**src/rtl/sema_unit.sv**
```systemverilog
module sema_unit #(
  parameter int NUM_FLAGS = 8,
  parameter int AW = 14,
  parameter int DW = 8
) (
  input  logic          clk,
  input  logic          rst,
  input  logic          l_sel_n,
  input  logic          l_mem_en_n,
  input  logic          l_wr_n,
  input  logic          l_oe_n,
  input  logic [AW-1:0] l_addr,
  input  logic [DW-1:0] l_wdata,
  output logic [DW-1:0] l_rdata,
  output logic          l_rdata_vld,
  input  logic          r_sel_n,
  input  logic          r_mem_en_n,
  input  logic          r_wr_n,
  input  logic          r_oe_n,
  input  logic [AW-1:0] r_addr,
  input  logic [DW-1:0] r_wdata,
  output logic [DW-1:0] r_rdata,
  output logic          r_rdata_vld
);

  localparam int IW = (NUM_FLAGS > 1) ? $clog2(NUM_FLAGS) : 1;
  localparam logic [1:0] OWN_FREE = 2'd0;
  localparam logic [1:0] OWN_L    = 2'd1;
  localparam logic [1:0] OWN_R    = 2'd2;

  logic [NUM_FLAGS-1:0][1:0] own, own_nx;
  logic [NUM_FLAGS-1:0]      pend_l, pend_r, pend_l_nx, pend_r_nx;

  logic l_acc, l_wr, l_rd, r_acc, r_wr, r_rd;
  logic [IW-1:0] l_idx, r_idx;
  logic l_bit, r_bit;

  assign l_acc = !l_sel_n && l_mem_en_n;
  assign r_acc = !r_sel_n && r_mem_en_n;
  assign l_wr  = l_acc && !l_wr_n;
  assign r_wr  = r_acc && !r_wr_n;
  assign l_rd  = l_acc && l_wr_n && !l_oe_n;
  assign r_rd  = r_acc && r_wr_n && !r_oe_n;
  assign l_idx = l_addr[IW-1:0];
  assign r_idx = r_addr[IW-1:0];

  logic unused_bits;
  assign unused_bits = ^{l_addr[AW-1:IW], r_addr[AW-1:IW], l_wdata[DW-1:1], r_wdata[DW-1:1]};

  for (genvar g = 0; g < NUM_FLAGS; g++) begin : g_flag
    logic lw, lq, lr, rw, rq, rr;
    logic [1:0] o_n;
    logic pl_n, pr_n;

    assign lw = l_wr && (l_idx == IW'(g));
    assign rw = r_wr && (r_idx == IW'(g));
    assign lq = lw && !l_wdata[0];
    assign lr = lw && l_wdata[0];
    assign rq = rw && !r_wdata[0];
    assign rr = rw && r_wdata[0];

    always_comb begin
      o_n  = own[g];
      pl_n = pend_l[g];
      pr_n = pend_r[g];
      case (own[g])
        OWN_L: begin
          if (lr) begin
            o_n  = (rq || (pend_r[g] && !rr)) ? OWN_R : OWN_FREE;
            pr_n = 1'b0;
          end else if (rq) begin
            pr_n = 1'b1;
          end else if (rr) begin
            pr_n = 1'b0;
          end
        end
        OWN_R: begin
          if (rr) begin
            o_n  = (lq || (pend_l[g] && !lr)) ? OWN_L : OWN_FREE;
            pl_n = 1'b0;
          end else if (lq) begin
            pl_n = 1'b1;
          end else if (lr) begin
            pl_n = 1'b0;
          end
        end
        default: begin
          pl_n = 1'b0;
          pr_n = rq && lq;
          if (lq)      o_n = OWN_L;
          else if (rq) o_n = OWN_R;
          else         o_n = OWN_FREE;
        end
      endcase
    end

    assign own_nx[g]    = o_n;
    assign pend_l_nx[g] = pl_n;
    assign pend_r_nx[g] = pr_n;

    AST_FREE_NO_PEND: assert property (@(posedge clk) disable iff (rst)
      (own[g] == OWN_FREE) |-> !(pend_l[g] || pend_r[g]));
    AST_NONOWNER_DENIED: assert property (@(posedge clk) disable iff (rst)
      (own[g] == OWN_L && !lw) |=> (own[g] == OWN_L));
    AST_HANDOVER: assert property (@(posedge clk) disable iff (rst)
      (own[g] == OWN_L && pend_r[g] && lr && !rr) |=> (own[g] == OWN_R));
    AST_TIE_LEFT: assert property (@(posedge clk) disable iff (rst)
      (own[g] == OWN_FREE && lq && rq) |=> (own[g] == OWN_L && pend_r[g]));
  end

  always_ff @(posedge clk) begin
    if (rst) begin
      own    <= '0;
      pend_l <= '0;
      pend_r <= '0;
    end else begin
      own    <= own_nx;
      pend_l <= pend_l_nx;
      pend_r <= pend_r_nx;
    end
  end

  assign l_bit = (own[l_idx] != OWN_L);
  assign r_bit = (own[r_idx] != OWN_R);

  always_ff @(posedge clk) begin
    if (rst) begin
      l_rdata     <= '1;
      r_rdata     <= '1;
      l_rdata_vld <= 1'b0;
      r_rdata_vld <= 1'b0;
    end else begin
      l_rdata_vld <= l_rd;
      r_rdata_vld <= r_rd;
      if (l_rd) l_rdata <= {DW{l_bit}};
      if (r_rd) r_rdata <= {DW{r_bit}};
    end
  end

  AST_L_READ_HOLD: assert property (@(posedge clk) disable iff (rst)
    !l_rd |=> $stable(l_rdata));
  AST_R_READ_HOLD: assert property (@(posedge clk) disable iff (rst)
    !r_rd |=> $stable(r_rdata));
  AST_SINGLE_OWNER_READ: assert property (@(posedge clk) disable iff (rst)
    (l_rd && r_rd && l_idx == r_idx) |=> (l_rdata[0] || r_rdata[0]));

endmodule

```
**config.mk**
```make
export PLATFORM = sky130hd
export DESIGN_NAME = sema_unit
export DESIGN_NICKNAME = d
export VERILOG_FILES = /design/src/rtl/sema_unit.sv
export SDC_FILE = /design/constraint.sdc
export NUM_CORES = 1
export LEC_CHECK = 0
export BUFFER_PORTS_ARGS = -buffer_cell sky130_fd_sc_hd__buf_2
export CORE_UTILIZATION = 50
export CTS_CLUSTER_SIZE = 25
export DETAILED_ROUTE_END_ITERATION = 8
export PLACE_DENSITY = 0.83
export SKIP_LAST_GASP = 1
export SLEW_MARGIN = 20
export SYNTH_ARGS = -nofsm -noshare
export SYNTH_HDL_FRONTEND = slang
export SYNTH_SLANG_ARGS = --single-unit
```
**constraint.sdc**
```tcl
create_clock -name clk -period 4.8 [get_ports clk]
set_input_delay 0.72 -clock clk [delete_from_list [all_inputs] [get_ports clk]]
set_output_delay 0.72 -clock clk [all_outputs]
set_load 0.05 [all_outputs]
```
==> impl_metrics.tcl <==
set metrics [dict create \
    outcome "finished clean" \
    grt_overflow_total 0 \
    grt_pass1_vias 2817 \
    start_util_pct 53.2 \
    final_common_cell "dfxtp_1" \
    grt_first_pass_wirelength_mm 13.4 \
    maxCapViolCount 0 \
    synth_area_leaders "dfxtp_1 (24%), ha_1 (6.7%), o21ai_0 (4.8%), a311oi_1 (4.1%), buf_4 (4.0%)" \
    vias 3123 \
    fin_hold_ws_ns 0.461 \
    startpoint_type "input pin" \
    final_cell_mix "dfxtp_1 (36), buf_2 (35), nand2_1 (32), o21ai_0 (29)" \
    worst_ep_arrival_time_ns 2.70 \
    place_area_um2 3090 \
    post-place-ws_ns 2.06 \
    clock_latency_ns 0.30 \
    fillers 507 \
    die_h_um 79.5 \
    worst_pin_slew_ns 1.00 \
    async_reset_ff_share_pct 0 \
    grt_max_degree 37 \
    cp_max_fo 18 \
    min_period_ns 2.50 \
    die_area_um2 6320 \
    vdd_drop_max_mv 0.123 \
    cp_data_required_time_ns 5.00 \
    seq_area_frac_synth_pct 24.0 \
    skew_ns 0.00728 \
    timing.rr.start "own[7]" \
    io-pin-count 72 \
    post-route-period-util_pct 52.0 \
    synthesis.nets 445 \
    coreArea_um2 5640 \
    fmax_mhz 400 \
    cts_hold_buf 0 \
    firstDrtPassIters 5 \
    htreeDepth 2 \
    hp-class "flip-flop to flip-flop" \
    p_total_uw 762 \
    diodes 0 \
    yosys.area.top_type "dfxtp_1" \
    post_cts_buffers 0 \
    syn_area_per_cell_um2 8.01 \
    ctsLongestPathBuffers 2 \
    ant_nets 0 \
    path_clk_slew_ns 0.08 \
    final_cell_area_um2 3180 \
    gp_congestion 0.928 \
    setup_tns_ns 0 \
    end_kind "flip-flop" \
    hold_viol 0 \
    drt-wirelength-per-cell_um 17.6 \
    power_density_nw_per_um2 240 \
    synth_area_um2 3000 \
    drc 0 \
    rsz0062_at_grt "no" \
    synth_warnings 0 \
    hpwl_mm 5.83 \
    crit_start "l_addr[0]" \
    drt_wl_total_mm 8.08 \
    die_w_um 79.5 \
    cts_tree "done" \
    setup_ws_ns 2.30 \
    via_per_inst 6.79 \
    multi_input_area_um2 2030 \
    antenna_found_initial 0 \
    setup_viol 0 \
    relSlewSlack_pct 32.2 \
    seq_area_um2 721 \
    slew_viol_final 0 \
    grt_usage_pct 26.8 \
    cts_sinks 36 \
    ys_ff_latch 36 \
    port_buffers 35 \
    cts-resized-gates 0 \
    nets 457 \
    numCtsBuffers 5 \
    critPathKind "input pin to flip-flop" \
    synthesis.instances 375 \
    leakage_uw 0.000925 \
    yosysTopAreaCellShare_pct 24.0 \
    row_count 27 \
    synth_edf_count 0 \
    hold_path_startpoint "pend_l[7]" \
    ys.flop_type "dfxtp_1" \
    drt_iter0_drc 299 \
    cts_root_buf "clkbuf_8" \
    synth.distinct_cells 56 \
    drive_gt1_share_pct 16.5 \
    syn_to_final_growth_pct 5.92 \
]
==> sequential cells by signal, indices dropped and copies added, names as in the netlist <==
register and count:
l_rdata 1, l_rdata_vld 1, own 16, pend_l 8
pend_r 8, r_rdata 1, r_rdata_vld 1
==> cell type report <==
| class | instances | share of cell area, % |
|---|---|---|
| inverters | 20 | 2.36 |
| clock inverters | 1 | 0.236 |
| multi-input cells | 289 | 63.7 |
| repair buffers | 35 | 5.51 |
| clock buffers | 7 | 2.71 |
| well taps | 72 | 2.83 |
| flip-flops and latches | 36 | 22.7 |
==> Yosys cell counts, types with 3 or more instances <==
cell type,count
dfxtp_1,36
nand2_1,32
o21ai_0,29
a21oi_1,20
inv_1,20
nor2_1,20
buf_4,16
ha_1,16
a31oi_1,15
a311oi_1,14
o21a_1,12
or3b_2,11
nand3b_1,9
a211o_1,8
clkbuf_1,7
nand4b_1,7
or3_1,7
a211oi_1,6
nand3_1,6
nor2b_1,6
nor3b_1,6
a2111o_1,5
buf_2,5
nor3_1,5
nand4bb_1,4
o211ai_1,4
and2_1,3
nand2b_1,3
o2111ai_1,3
==> routing by layer <==
layer	share of wire, %	GRT usage [%]	vias to the layer above
met2	47	43.1	161
li1	-	-	1453
met3	7.3	4.57	16
met5	0	0	-
met1	44	35.6	1493
met4	1.9	9.64	0
==> metrics by stage <==
step | utilization [%] | instances
detailed placement | 54.7 | 452
CTS | 56.4 | 460
floorplan | - | 375
global route | 56.4 | 460
global placement | 54.7 | 452
finish | 56.4 | 460
==> where the power goes <==
part / internal (uW) / switching (uW) / total [uW]
Combinational: 70.6 / 131 / 201
Sequential: 311 / 15.9 / 327
Clock: 117 / 117 / 234
Total: 499 / 263 / 762
==> worst paths after layout <==
kind                     to  slack [ns]  depth (start not counted)
setup / recovery    own[14]        2.30                          5
hold / removal    pend_l[7]        0.46                          2
setup reg to reg  pend_r[3]        3.06                          5
hold reg to reg   pend_l[7]        0.46                          2
==> logic make-up after synthesis <==
group,Yosys count,synth area share (%)
and+or+nand+nor,138,29.0
AOI/OAI and AO/OA,135,31.6
buffers and inverters,50,8.75
DFF,36,24.0
adders and majority gates,16,6.67
==> worst max-delay path, cell delays in order <==
cell      delay [ns]
buf_2           0.30
nor4bb_2        0.87
nand2_1         0.22
a211o_1         0.33
a211oi_1        0.26
Power figures use the tool's default switching activity.
